--- src/rtl/ata_pio_pkg.sv ---
// Package: types shared by the PIO access sequencer.
// Assumes: the 4-bit register address space of the device-side bus.
package ata_pio_pkg;

    // Address of the 16-bit data port, the only address with fast timing
    localparam logic [3:0] DATA_PORT_ADDR = 4'b1000;

    // Phases of one access
    typedef enum logic [2:0] {
        PH_IDLE,
        PH_SETUP,
        PH_STROBE,
        PH_WAIT,
        PH_RECOV
    } pio_phase_e;

    // Which timing set governs an access
    typedef enum logic [1:0] {
        TS_CMD,
        TS_DEV0,
        TS_DEV1
    } tset_e;

endpackage

--- src/rtl/ata_pio_tsel.sv ---
// Module: timing-set selector.
// Picks one of three timing sets from the access address, the selected drive
// and the per-drive fast-timing enables. Purely combinational.
// Assumes: the result is only used while the sequencer is idle and accepting go.
module ata_pio_tsel
    import ata_pio_pkg::*;
#(
    parameter int unsigned TWIDTH = 8
) (
    input  logic [3:0]        addr,
    input  logic              dev_sel,
    input  logic              fast_en0,
    input  logic              fast_en1,
    input  logic [TWIDTH-1:0] cmd_setup,
    input  logic [TWIDTH-1:0] cmd_active,
    input  logic [TWIDTH-1:0] cmd_hold,
    input  logic [TWIDTH-1:0] cmd_recov,
    input  logic              cmd_rdy_en,
    input  logic [TWIDTH-1:0] d0_setup,
    input  logic [TWIDTH-1:0] d0_active,
    input  logic [TWIDTH-1:0] d0_hold,
    input  logic [TWIDTH-1:0] d0_recov,
    input  logic              d0_rdy_en,
    input  logic [TWIDTH-1:0] d1_setup,
    input  logic [TWIDTH-1:0] d1_active,
    input  logic [TWIDTH-1:0] d1_hold,
    input  logic [TWIDTH-1:0] d1_recov,
    input  logic              d1_rdy_en,
    output logic [TWIDTH-1:0] sel_setup,
    output logic [TWIDTH-1:0] sel_active,
    output logic [TWIDTH-1:0] sel_hold,
    output logic [TWIDTH-1:0] sel_recov,
    output logic              sel_rdy_en
);

    tset_e which;

    // Decide which set applies: data port and the selected drive's fast bit
    always_comb begin : pick_set
        which = TS_CMD;
        if (addr == DATA_PORT_ADDR) begin
            if (dev_sel && fast_en1)
                which = TS_DEV1;
            else if (!dev_sel && fast_en0)
                which = TS_DEV0;
        end
    end

    // Route the chosen set's values to the outputs
    always_comb begin : route_set
        unique case (which)
            TS_DEV0: begin
                sel_setup = d0_setup;  sel_active = d0_active;
                sel_hold  = d0_hold;   sel_recov  = d0_recov;
                sel_rdy_en = d0_rdy_en;
            end
            TS_DEV1: begin
                sel_setup = d1_setup;  sel_active = d1_active;
                sel_hold  = d1_hold;   sel_recov  = d1_recov;
                sel_rdy_en = d1_rdy_en;
            end
            default: begin
                sel_setup = cmd_setup; sel_active = cmd_active;
                sel_hold  = cmd_hold;  sel_recov  = cmd_recov;
                sel_rdy_en = cmd_rdy_en;
            end
        endcase
    end

endmodule

--- src/rtl/ata_pio_sync.sv ---
// Module: multi-flop synchroniser for the asynchronous ready line.
// Assumes: the input is level-like; reset value is "ready" so that an idle
// bus never looks stalled.
module ata_pio_sync #(
    parameter int unsigned STAGES = 2
) (
    input  logic clk,
    input  logic rst_n,
    input  logic async_in,
    output logic sync_out
);

    logic [STAGES-1:0] chain;

    // Shift the raw line through STAGES flip-flops
    generate
        if (STAGES == 1) begin : g_single
            always_ff @(posedge clk) begin : shift_one
                if (!rst_n) chain <= '1;
                else        chain <= async_in;
            end
        end else begin : g_multi
            always_ff @(posedge clk) begin : shift_many
                if (!rst_n) chain <= '1;
                else        chain <= {chain[STAGES-2:0], async_in};
            end
        end
    endgenerate

    assign sync_out = chain[STAGES-1];

endmodule

--- src/rtl/ata_pio_phase.sv ---
// Module: phase sequencer for one PIO access.
// Latches the chosen timing set and direction when go arrives in idle, then
// counts setup, strobe (with optional ready-line stretch) and recovery.
// Each phase lasts its programmed value plus one cycle. Write-data hold runs
// concurrently with recovery.
// Assumes: hold <= recov + 1 for the full hold to be visible; go while busy
// is ignored.
module ata_pio_phase
    import ata_pio_pkg::*;
#(
    parameter int unsigned TWIDTH    = 8,
    parameter int unsigned RST_SETUP = 6,
    parameter int unsigned RST_ACT   = 28,
    parameter int unsigned RST_HOLD  = 2,
    parameter int unsigned RST_RECOV = 23
) (
    input  logic              clk,
    input  logic              rst_n,
    input  logic              go,
    input  logic              wr_dir,
    input  logic [TWIDTH-1:0] in_setup,
    input  logic [TWIDTH-1:0] in_active,
    input  logic [TWIDTH-1:0] in_hold,
    input  logic [TWIDTH-1:0] in_recov,
    input  logic              in_rdy_en,
    input  logic              rdy_sync,
    output logic              rd_strobe,
    output logic              wr_strobe,
    output logic              dd_oe,
    output logic              capture,
    output logic              done
);

    pio_phase_e        phase;
    logic [TWIDTH-1:0] cnt;
    logic [TWIDTH-1:0] hold_cnt;
    logic [TWIDTH-1:0] act_q, hold_q, recov_q;
    logic              rdy_en_q;
    logic              dir_q;
    logic              strobe_on;
    logic              strobe_end;

    // Strobe finishes when its count is spent and no stretch applies, or when
    // a stretch sees the ready line return
    always_comb begin : end_of_strobe
        strobe_end = 1'b0;
        if (phase == PH_STROBE)
            strobe_end = (cnt == '0) && !(rdy_en_q && !rdy_sync);
        else if (phase == PH_WAIT)
            strobe_end = rdy_sync;
    end

    // Main phase state machine with its shared down-counter
    always_ff @(posedge clk) begin : phase_fsm
        if (!rst_n) begin
            phase    <= PH_IDLE;
            cnt      <= '0;
            hold_cnt <= '0;
            done     <= 1'b0;
            dir_q    <= 1'b0;
            rdy_en_q <= 1'b0;
            act_q    <= TWIDTH'(RST_ACT);
            hold_q   <= TWIDTH'(RST_HOLD);
            recov_q  <= TWIDTH'(RST_RECOV);
            cnt      <= TWIDTH'(RST_SETUP);
        end else begin
            done <= 1'b0;
            if (hold_cnt != '0)
                hold_cnt <= hold_cnt - 1'b1;
            unique case (phase)
                PH_IDLE: if (go) begin
                    phase    <= PH_SETUP;
                    cnt      <= in_setup;
                    act_q    <= in_active;
                    hold_q   <= in_hold;
                    recov_q  <= in_recov;
                    rdy_en_q <= in_rdy_en;
                    dir_q    <= wr_dir;
                end
                PH_SETUP: begin
                    if (cnt == '0) begin
                        phase <= PH_STROBE;
                        cnt   <= act_q;
                    end else begin
                        cnt <= cnt - 1'b1;
                    end
                end
                PH_STROBE, PH_WAIT: begin
                    if (strobe_end) begin
                        phase    <= PH_RECOV;
                        cnt      <= recov_q;
                        hold_cnt <= hold_q;
                    end else if (phase == PH_STROBE && cnt == '0) begin
                        phase <= PH_WAIT;
                    end else if (phase == PH_STROBE) begin
                        cnt <= cnt - 1'b1;
                    end
                end
                PH_RECOV: begin
                    if (cnt == '0) begin
                        phase <= PH_IDLE;
                        done  <= 1'b1;
                    end else begin
                        cnt <= cnt - 1'b1;
                    end
                end
                default: phase <= PH_IDLE;
            endcase
        end
    end

    assign strobe_on = (phase == PH_STROBE) || (phase == PH_WAIT);
    assign rd_strobe = strobe_on && !dir_q;
    assign wr_strobe = strobe_on && dir_q;
    assign dd_oe     = dir_q && ((phase == PH_SETUP) || strobe_on ||
                                 ((phase == PH_RECOV) && (hold_cnt != '0)));
    assign capture   = strobe_end && !dir_q;

    // Only one strobe at a time
    assert_one_strobe_R4: assert property (@(posedge clk) disable iff (!rst_n)
        !(rd_strobe && wr_strobe));

    // Completion is a single-cycle pulse
    assert_done_single_R5: assert property (@(posedge clk) disable iff (!rst_n)
        done |=> !done);

    // Completion comes only with both strobes released
    assert_done_quiet_R5: assert property (@(posedge clk) disable iff (!rst_n)
        done |-> (!rd_strobe && !wr_strobe));

    // A stretched strobe only exists when the latched set allows it
    assert_wait_enabled_R9: assert property (@(posedge clk) disable iff (!rst_n)
        (phase == PH_WAIT) |-> rdy_en_q);

    // A busy sequencer never restarts from a strobe phase
    assert_no_restart_R10: assert property (@(posedge clk) disable iff (!rst_n)
        strobe_on |=> (phase != PH_SETUP));

endmodule

--- src/rtl/ata_pio_seq.sv ---
// Module: ATA PIO access timing sequencer (top).
// Selects a timing set, runs one device-side PIO cycle per go pulse, and
// captures read data when the read strobe ends.
// Assumes: the caller waits for done before issuing the next go; clr is a
// synchronous abort that acts like reset.
module ata_pio_seq #(
    parameter int unsigned TWIDTH      = 8,
    parameter int unsigned MODE0_SETUP = 6,
    parameter int unsigned MODE0_ACT   = 28,
    parameter int unsigned MODE0_HOLD  = 2,
    parameter int unsigned MODE0_RECOV = 23,
    parameter int unsigned RDY_STAGES  = 2
) (
    input  logic              clk,
    input  logic              rst_n,
    input  logic              clr,
    input  logic              go,
    input  logic [3:0]        addr,
    input  logic              wr_dir,
    input  logic              dev_sel,
    input  logic              fast_en0,
    input  logic              fast_en1,
    input  logic [TWIDTH-1:0] cmd_setup,
    input  logic [TWIDTH-1:0] cmd_active,
    input  logic [TWIDTH-1:0] cmd_hold,
    input  logic [TWIDTH-1:0] cmd_recov,
    input  logic              cmd_rdy_en,
    input  logic [TWIDTH-1:0] d0_setup,
    input  logic [TWIDTH-1:0] d0_active,
    input  logic [TWIDTH-1:0] d0_hold,
    input  logic [TWIDTH-1:0] d0_recov,
    input  logic              d0_rdy_en,
    input  logic [TWIDTH-1:0] d1_setup,
    input  logic [TWIDTH-1:0] d1_active,
    input  logic [TWIDTH-1:0] d1_hold,
    input  logic [TWIDTH-1:0] d1_recov,
    input  logic              d1_rdy_en,
    input  logic              iordy,
    input  logic [15:0]       dd_in,
    output logic              rd_strobe,
    output logic              wr_strobe,
    output logic              dd_oe,
    output logic [15:0]       rdata,
    output logic              done
);

    logic              rst_int_n;
    logic [TWIDTH-1:0] s_setup, s_active, s_hold, s_recov;
    logic              s_rdy_en;
    logic              rdy_sync;
    logic              capture;

    assign rst_int_n = rst_n && !clr;

    ata_pio_tsel #(.TWIDTH(TWIDTH)) u_tsel (
        .addr       (addr),
        .dev_sel    (dev_sel),
        .fast_en0   (fast_en0),
        .fast_en1   (fast_en1),
        .cmd_setup  (cmd_setup),
        .cmd_active (cmd_active),
        .cmd_hold   (cmd_hold),
        .cmd_recov  (cmd_recov),
        .cmd_rdy_en (cmd_rdy_en),
        .d0_setup   (d0_setup),
        .d0_active  (d0_active),
        .d0_hold    (d0_hold),
        .d0_recov   (d0_recov),
        .d0_rdy_en  (d0_rdy_en),
        .d1_setup   (d1_setup),
        .d1_active  (d1_active),
        .d1_hold    (d1_hold),
        .d1_recov   (d1_recov),
        .d1_rdy_en  (d1_rdy_en),
        .sel_setup  (s_setup),
        .sel_active (s_active),
        .sel_hold   (s_hold),
        .sel_recov  (s_recov),
        .sel_rdy_en (s_rdy_en)
    );

    ata_pio_sync #(.STAGES(RDY_STAGES)) u_sync (
        .clk      (clk),
        .rst_n    (rst_int_n),
        .async_in (iordy),
        .sync_out (rdy_sync)
    );

    ata_pio_phase #(
        .TWIDTH    (TWIDTH),
        .RST_SETUP (MODE0_SETUP),
        .RST_ACT   (MODE0_ACT),
        .RST_HOLD  (MODE0_HOLD),
        .RST_RECOV (MODE0_RECOV)
    ) u_phase (
        .clk       (clk),
        .rst_n     (rst_int_n),
        .go        (go),
        .wr_dir    (wr_dir),
        .in_setup  (s_setup),
        .in_active (s_active),
        .in_hold   (s_hold),
        .in_recov  (s_recov),
        .in_rdy_en (s_rdy_en),
        .rdy_sync  (rdy_sync),
        .rd_strobe (rd_strobe),
        .wr_strobe (wr_strobe),
        .dd_oe     (dd_oe),
        .capture   (capture),
        .done      (done)
    );

    // Hold the word returned by the drive at the end of a read strobe
    always_ff @(posedge clk) begin : read_capture
        if (!rst_int_n)
            rdata <= '0;
        else if (capture)
            rdata <= dd_in;
    end

    // The captured word is the bus value at the edge that ended the read strobe
    assert_read_capture_R7: assert property (@(posedge clk) disable iff (!rst_int_n)
        ($fell(rd_strobe) && $past(rst_n) && !$past(clr)) |-> (rdata == $past(dd_in)));

    // The data bus is never driven while reading
    assert_no_oe_on_read_R6: assert property (@(posedge clk) disable iff (!rst_int_n)
        rd_strobe |-> !dd_oe);

    // An abort leaves the bus quiet on the next cycle
    assert_clear_idle_R1: assert property (@(posedge clk) disable iff (!rst_n)
        clr |=> (!rd_strobe && !wr_strobe && !dd_oe && !done));

endmodule

--- config.mk ---
export PLATFORM = sky130hd
export DESIGN_NAME = ata_pio_seq
export DESIGN_NICKNAME = d
export VERILOG_FILES = /design/src/rtl/ata_pio_pkg.sv /design/src/rtl/ata_pio_tsel.sv /design/src/rtl/ata_pio_sync.sv /design/src/rtl/ata_pio_phase.sv /design/src/rtl/ata_pio_seq.sv
export SDC_FILE = /design/constraint.sdc
export NUM_CORES = 1
export LEC_CHECK = 0
export ABC_AREA = 1
export CAP_MARGIN = 25
export CORE_ASPECT_RATIO = 1.4
export CORE_UTILIZATION = 45
export CTS_BUF_LIST = sky130_fd_sc_hd__clkbuf_4 sky130_fd_sc_hd__clkbuf_8
export CTS_CLUSTER_DIAMETER = 80
export DETAILED_ROUTE_END_ITERATION = 8
export DONT_BUFFER_PORTS = 1
export GPL_TIMING_DRIVEN = 0
export PLACE_DENSITY = 0.67
export SLEW_MARGIN = 20
export SYNTH_ARGS = -nofsm -noshare
export SYNTH_HDL_FRONTEND = slang
export SYNTH_HIERARCHICAL = 1
export SYNTH_SLANG_ARGS = --single-unit
--- constraint.sdc ---
create_clock -name clk -period 1.7 [get_ports clk]
set_input_delay 0.255 -clock clk [delete_from_list [all_inputs] [get_ports clk]]
set_output_delay 0.255 -clock clk [all_outputs]
set_load 0.1 [all_outputs]
* Word level (Yosys, flattened, before mapping)
Cells that the tools add are included.
** Operators by class
- $add $sub $neg :: 2
- Eq/ne operators :: 14
- Muxes and demuxes :: 27
- Reductions and logical operators :: 28
** Operators with widths (number)
- 8-bit two-way mux :: 9
- 8-bit case mux with 2 select lines :: 4
- 8-bit case mux with 4 select lines :: 1
- 8-bit by 1-bit subtractor with 8-bit output, second input constant :: 2
- 3-bit two-way mux :: 5
- 3-bit case mux with 4 select lines :: 1
- 1-bit logical AND :: 11
- 8-bit zero test :: 1
- 8-bit nonzero test :: 1
- 3-bit by 2-bit == test with 1-bit output, second input constant :: 2
- 3-bit by 1-bit inequality test with 1-bit output, second input constant :: 2
- 1-bit zero test :: 5
- 5-bit AND reduction :: 1
- 4-bit == test, second input constant :: 1
- 1-bit two-way mux :: 4
- 2-bit two-way mux :: 2
- 2-bit by 1-bit inequality test with 1-bit output, second input constant :: 2
- 2-bit inequality test, second input constant :: 2
- 2-bit AND reduction :: 2
- 4-bit AND reduction :: 1
- 4-bit nonzero test :: 1
- 3-bit by 1-bit == test with 1-bit output, second input constant :: 1
- 3-bit == test, second input constant :: 1
- 3-bit zero test :: 1
- 6 further kinds :: 8
** Word-level totals
- Register bits :: 64
- Input port bits :: 128
- Output and inout port bits :: 20
- Word-level logic and storage cells :: 82

* Logic depth before layout (Yosys ltp)
Gate-level depths: netlist of the first run.
- Depth in word-level cells :: 9
- Gate-level depth with buffers :: 15

* Modules after synthesis
The synthesis of the first run kept the hierarchy.
** By module, submodules not included
- ata_pio_phase :: times used 1, cells each 371, area each 2512.4 um^2, seq. area each 920.9 um^2
- ata_pio_tsel :: times used 1, cells each 228, area each 965.9 um^2, seq. area each 0.0 um^2
- ata_pio_seq :: times used 1, cells each 72, area each 668.1 um^2, seq. area each 320.3 um^2
- ata_pio_sync :: times used 1, cells each 6, area each 55.1 um^2, seq. area each 40.0 um^2

* Worst setup path before layout of the first run
No wires, ideal clock.
- Kind :: register to output
- From :: register u_phase.phase[1]
- To :: output port dd_oe
- Arrival time :: 3.150 ns
- Required time :: 1.445 ns
- Setup slack :: -1.705 ns
- Cell stages (with the launch flop) :: 8
- Path buffers :: 1
- Cell sequence :: dfxtp_1 -> nor2_2 -> inv_2 -> nor2_4 -> nor2_1 -> buf_2 -> inv_2 -> a211oi_1
** On the way
- Word-level cells in the longest chain between the ends :: 5
- Elaborated cells on any way between the ends :: 9
** RTL lines
- start: declaration :: line ata_pio_phase.sv:34 : pio_phase_e phase;
- start signal: assignment :: line ata_pio_phase.sv:56 : phase <= PH_IDLE;
- start signal: assignment :: line ata_pio_phase.sv:72 : phase <= PH_SETUP;
- start signal: assignment :: line ata_pio_phase.sv:82 : phase <= PH_STROBE;
- 3-bit by 2-bit == test with 1-bit output :: line ata_pio_phase.sv:112 : assign strobe_on = (phase == PH_STROBE) || (phase == PH_WAIT);
- 1-bit logical OR :: line ata_pio_phase.sv:112
- 1-bit logical OR :: line ata_pio_phase.sv:115 : assign dd_oe = dir_q && ((phase == PH_SETUP) || strobe_on ||
- 1-bit logical OR * :: line ata_pio_phase.sv:115
- 1-bit logical AND * :: line ata_pio_phase.sv:115
- end: declaration :: line ata_pio_seq.sv:42 : output logic dd_oe,
Mark *: on every way between the ends. The rest lies on a longest branch, timed or not.

* Worst setup path in the final report of the first run
- From :: register u_phase.phase[0]
- To :: output port dd_oe
The elaborated chain is that of the path after synthesis.

==> reports/metrics.csv, run 1 <==
metric;value;unit
status;finished, violations left;
violations;setup timing;
peakVddDrop;0.000647;V
drt-total-wl;11400;um
critical_path_required;1.44;ns
core;0.00903;sq mm
finalCritPeriodShare;138;%
clkLatencyLatePin;0.35;ns
highest_layer;met4;
ys_seq_area_share;30.5;%
cts.path.max_buffers;2;
cp_slowest_cell;a211oi_4;
grt_pass1_vias;4005;
cellLeakagePower;2.40;nW
critPathArrivalTime;2.09;ns
ys_warn_count;6;
ys_types;33;
hold_path_class;input port to flip-flop;
grt_pass1_wl;18300;um
start_util;46.5;%
area_growth;25.8;%
wl_met1;4400;um
cp-end-kind;primary output;
drtAntennaViolNets;0;
avgRoutedWirePerCell;13.5;um
power;4.67;mW
die_area;0.00973;sq mm
detailed_place_hpwl;8330;um
drive_gt1_share;28.4;%
cts_tree;done;
drc;0;
dr_wl_met2;6070;um
fin_cells;840;
slew_headroom;25.0;%
setup_viol;31;
max_stage_delay;0.90;ns
antenna_found_initial;0;
rsz0062_at_grt;true;
skew;0.0113;ns
ctsRootBufferMaster;clkbuf_8;
syn_area;0.00420;sq mm
cp_common_cell;nor2_4;
max_freq;427;MHz
path_max_fanout;4;
grtUsageTotal;23.7;%
rows;41;
syn_area_per_cell;6.21;sq um
placed_cells;784;
port_buffers;0;
die_w;83.7;um
wl_met3;636;um
htree_levels;3;
period_minus_slack;2.34;ns
hold_slack;0.0132;ns
drtPass1Iterations;5;
worstMarginPinSlew;1.12;ns
crit_type;flip-flop to primary output;
finalNetCount;862;
io-pin-count;148;
diodes;0;
vias;4260;
cts_sinks;64;
fp.dieH;116;um
overflow;0;
grt_max_degree;13;
synthCells;677;
setup_ws;-0.643;ns
via_per_inst;5.07;
crit_buf_inv;3;
drv_cap;0;
power_density;883;mW/mm^2
numCtsBuffers;9;
drtIter0Drc;146;
cp_top_family;compound AO/OA/AOI/OAI gates;
start_kind;flip-flop;
synth_fp_nets;811;
path_clk_slew;0.08;ns
place_congestion;0.853;
synth-seq-cells;64;
hold_violations;0;
final-max-slew-violation-count;0;
cp_cell_sequence;nor2_4 -> inv_2 -> nor2_4 -> nor2_4 -> buf_6 -> inv_6 -> a211oi_4;
area by class of cell:
cell class              instances  area, sq um
multi-input cells             524         2750
clock buffers                  10          138
flip-flops and latches         64         1300
fillers                       876         3740
repair buffers                 41          384
clock inverters                 6         45.0
inverters                      57          245
well taps                     107          134
plain buffers                  31          290
cells in the final DEF, fill, tap and decap left out, types with 24 or more instances in the layout:
cell,count
buf_4,36
nor2_1,58
nand2_1,278
a21oi_1,24
inv_1,37
o21ai_0,26
dfxtp_1,56
a21oi_2,24
worst register-to-register path, stage by stage (launching register included):
cell and delay (ns):
dfxtp_4 0.36, nor2_4 0.13, inv_2 0.07, buf_4 0.13, buf_4 0.12, buf_4 0.12
buf_4 0.12, buf_4 0.12, buf_4 0.12, buf_6 0.11, nor2_4 0.11, inv_4 0.06
nor2_4 0.07, nor2_2 0.05, nand2_2 0.13, buf_6 0.15, nor2_2 0.04, nand2_2 0.08
a21oi_2 0.05
cells by family after synthesis:
kind of cell,Yosys count,synth area share (%)
AND/OR/NAND/NOR,420,41.6
AO/OA/AOI/OAI,90,12.7
adder cells (fa/ha/maj),6,1.79
XOR/XNOR,8,1.67
buffers and inverters,89,11.8
flip-flops,64,30.5
state kept, by name (all words and copies together) (netlist names), 2 cells and up:
name              flops
rdata                16
u_phase/act_q         8
u_phase/cnt           8
u_phase/hold_cnt      8
u_phase/hold_q        8
u_phase/phase         3
u_phase/recov_q       8
u_sync/chain          2
synth_stat cells:
cell      number  share of area, %
o21ai_1        2              0.24
inv_8          1              0.27
inv_2         13               1.2
a21oi_1       33               3.9
nor3_1         2              0.24
ha_1           6               1.8
clkbuf_1       3              0.27
nand2_1      302                27
nor2_1        66               5.9
a211oi_1       2              0.36
o21ai_0       30               3.6
buf_2          8              0.95
dfxtp_1       64                30
nor2_2         3              0.45
inv_4          1              0.15
buf_1          1             0.089
inv_1         42               3.8
nand3_1       18               2.1
nand2_2       15               2.2
buf_4          5              0.89
buf_6         14               3.8
nor3_4         1              0.39
a21oi_2       16               3.3
xor2_1         8               1.7
nor2_4         5               1.3
nand2_4        4               1.1
nand3_2        1              0.24
a21o_1         2              0.36
nand3b_1       1              0.18
buf_12         1              0.48
o211ai_1       5              0.89
nand4_1        1              0.15
nand4_2        1              0.30
final timing paths:
path               startpoint         endpoint  slack (ns)  cells after the start
min reg2reg   u_sync/chain[0]  u_sync/chain[1]        0.41                      2
max          u_phase/phase[0]            dd_oe       -0.64                      7
max reg2reg  u_phase/phase[1]   u_phase/cnt[6]       -0.60                     18
min                  dd_in[6]         rdata[6]        0.01                      2
repair_timing:
action,in CTS,in global routing
endpoints found under the setup margin,26,38
pin swaps,40,20
endpoints found under the hold margin,1,0
resized for setup,66,46
hold buffers,1,0
gates cloned,3,2
buffers inserted,36,5
per-stage QoR:
stage | util (%) | instance area, sq um | setup TNS (ns) | setup slack, ns
3_5_place_dp | 49.0 | 4430 | -4.98 | -0.560
4_1_cts | 56.4 | 5090 | -4.62 | -0.621
2_1_floorplan | - | 4290 | -1.34 | -0.422
3_3_place_gp | 49.0 | 4420 | -5.43 | -0.517
6_report | 58.5 | 5280 | -6.37 | -0.643
5_1_grt | 58.5 | 5280 | -8.80 | -0.696
report_power, final:
| group | internal (mW) | switching, mW | leakage [nW] |
|---|---|---|---|
| sequential | 1.64 | 0.0982 | 0.525 |
| clock | 0.569 | 0.629 | 0.0845 |
| combinational | 0.718 | 1.01 | 1.79 |
per-layer routing:
layer  track usage [%]  vias up
met2              45.3      147
met3              4.31       17
met1              25.1     1895
met4              11.1        0
li1                  -     2201
met5                 0        -
Power figures use the tool's default switching activity.
==> run 2: changes to the inputs <==
Settings changed: MAX_ROUTING_LAYER set to met4.
==> reports/metrics.csv, run 2 (synthesis gave the netlist of run 1 again) <==
metric;value;unit
largest_reg_flops;16;
hold_start;dd_in[0];
drive_gt1_share;24.7;%
worstMarginPinSlew;1.12;ns
reg2reg_slack;-0.04;ns
violations;setup timing;
fp.dieH;116;um
final_cell_area;0.00514;sq mm
htree_levels;3;
port_buffers;0;
cp_common_cell;nor2_4;
overflow;0;
rows;41;
period_minus_slack;2.28;ns
cellLeakagePower;2.34;nW
drtAntennaViolNets;0;
io-pin-count;148;
max_freq;438;MHz
critPathArrivalTime;2.03;ns
grt_max_degree;12;
rsz0062_at_grt;true;
crit_type;flip-flop to primary output;
hold_path_class;input port to flip-flop;
via_per_inst;5.06;
drtPass1Iterations;4;
cp-end-kind;primary output;
n_fill_cell;909;
path_max_fanout;2;
layout_common_cells;nand2_1 (295), nor2_1 (56), dfxtp_1 (55);
regMostFlops;rdata;
area_growth;22.5;%
finalNetCount;851;
diodes;0;
start_kind;flip-flop;
crit_buf_inv;2;
status;finished, violations left;
cp_top_family;compound AO/OA/AOI/OAI gates;
drc;0;
setup_ws;-0.584;ns
antenna_found_initial;0;
clkLatencyLatePin;0.35;ns
core;0.00903;sq mm
drt-total-wl;11400;um
start_util;46.5;%
cts.path.max_buffers;2;
grtUsageTotal;24.3;%
detailed_place_hpwl;8380;um
grt_pass1_wl;18100;um
final_common_cell;nand2_1;
slew_headroom;25.2;%
cp_slowest_cell;a211oi_4;
post_dp_cell_area;0.00443;sq mm
drv_cap;0;
finalSetupTns;-0.693;ns
whs_path_depth;2;
power_density;950;mW/mm^2
setup_viol;8;
ctsRootBufferMaster;clkbuf_8;
finalCritPeriodShare;134;%
critical_path_required;1.44;ns
holdPathEnd;rdata[0];
r2r_start;u_phase/cnt[0];
r2r_cells;14;
final-max-slew-violation-count;0;
r2r_end;rdata[12];
cts_sinks;64;
numCtsBuffers;9;
hold_violations;0;
cp_cell_sequence;nor2_4 -> nor2_2 -> nor2_4 -> buf_6 -> inv_8 -> a211oi_4;
die_area;0.00973;sq mm
skew;0.0116;ns
grt_pass1_vias;3991;
peakVddDrop;0.000828;V
avgRoutedWirePerCell;13.7;um
die_w;83.7;um
path_clk_slew;0.06;ns
vias;4191;
cts_tree;done;
drtIter0Drc;201;
place_congestion;0.869;
max_stage_delay;0.85;ns
==> run 2: power breakdown <==
part           internal (mW)  total [mW]  switching [mW]
Clock                  0.879        1.47           0.589
Combinational          0.685        1.69            1.00
Sequential              1.64        1.74          0.0922
Total                   3.21        4.89            1.68
==> run 2: how the worst max path moves through the flow <==
stage / from / end / slack [ns] / cells past startpoint
CTS: u_phase/phase[0] / dd_oe / -0.62 / 7
global route: u_phase/phase[1] / dd_oe / -0.65 / 6
floorplan: u_phase/phase[2] / rd_strobe / -0.42 / 3
global placement: u_phase/phase[1] / dd_oe / -0.52 / 7
detailed placement: u_phase/phase[1] / dd_oe / -0.55 / 7
finish: u_phase/phase[1] / dd_oe / -0.58 / 6
==> run 2: area by class of cell <==
type / count / area, sq um / share of cell area, %
multi-input combinational: 524 / 2690 / 52.3
timing repair buffer: 29 / 267 / 5.18
tap: 107 / 134 / 2.60
buffer: 32 / 293 / 5.69
sequential: 64 / 1300 / 25.3
clock inverter: 5 / 80.1 / 1.56
inverter: 57 / 236 / 4.60
clock buffer: 11 / 145 / 2.82
==> run 2: timing repair <==
item / 4_1_cts / 5_1_grt
gates cloned: 2 / 0
resized for setup: 56 / 23
setup buffers: 23 / 4
endpoints found under the setup margin: 26 / 33
endpoints found under the hold margin: 1 / 0
pin swaps: 22 / 8
hold buffers: 1 / 0
==> run 2: through the flow <==
step                hold slack [ns]  util [%]  instances  worst slack (ns)  power (mW)
finish                       0.0488      57.0        829            -0.584        4.89
global route                 0.0256      57.0        829            -0.648        5.22
CTS                          0.0255      55.8        825            -0.623        4.88
detailed placement            0.361      49.0        784            -0.552        3.16
global placement              0.362      49.0        784            -0.521        3.12
floorplan                     0.340         -        677            -0.422        2.90
==> run 2: metal layers <==
layer,track usage [%],wire [um],up-vias
met2,44.3,5910,157
li1,-,-,2172
met5,-,0,-
met4,12.5,350,0
met1,24.8,4460,1838
met3,4.88,629,24
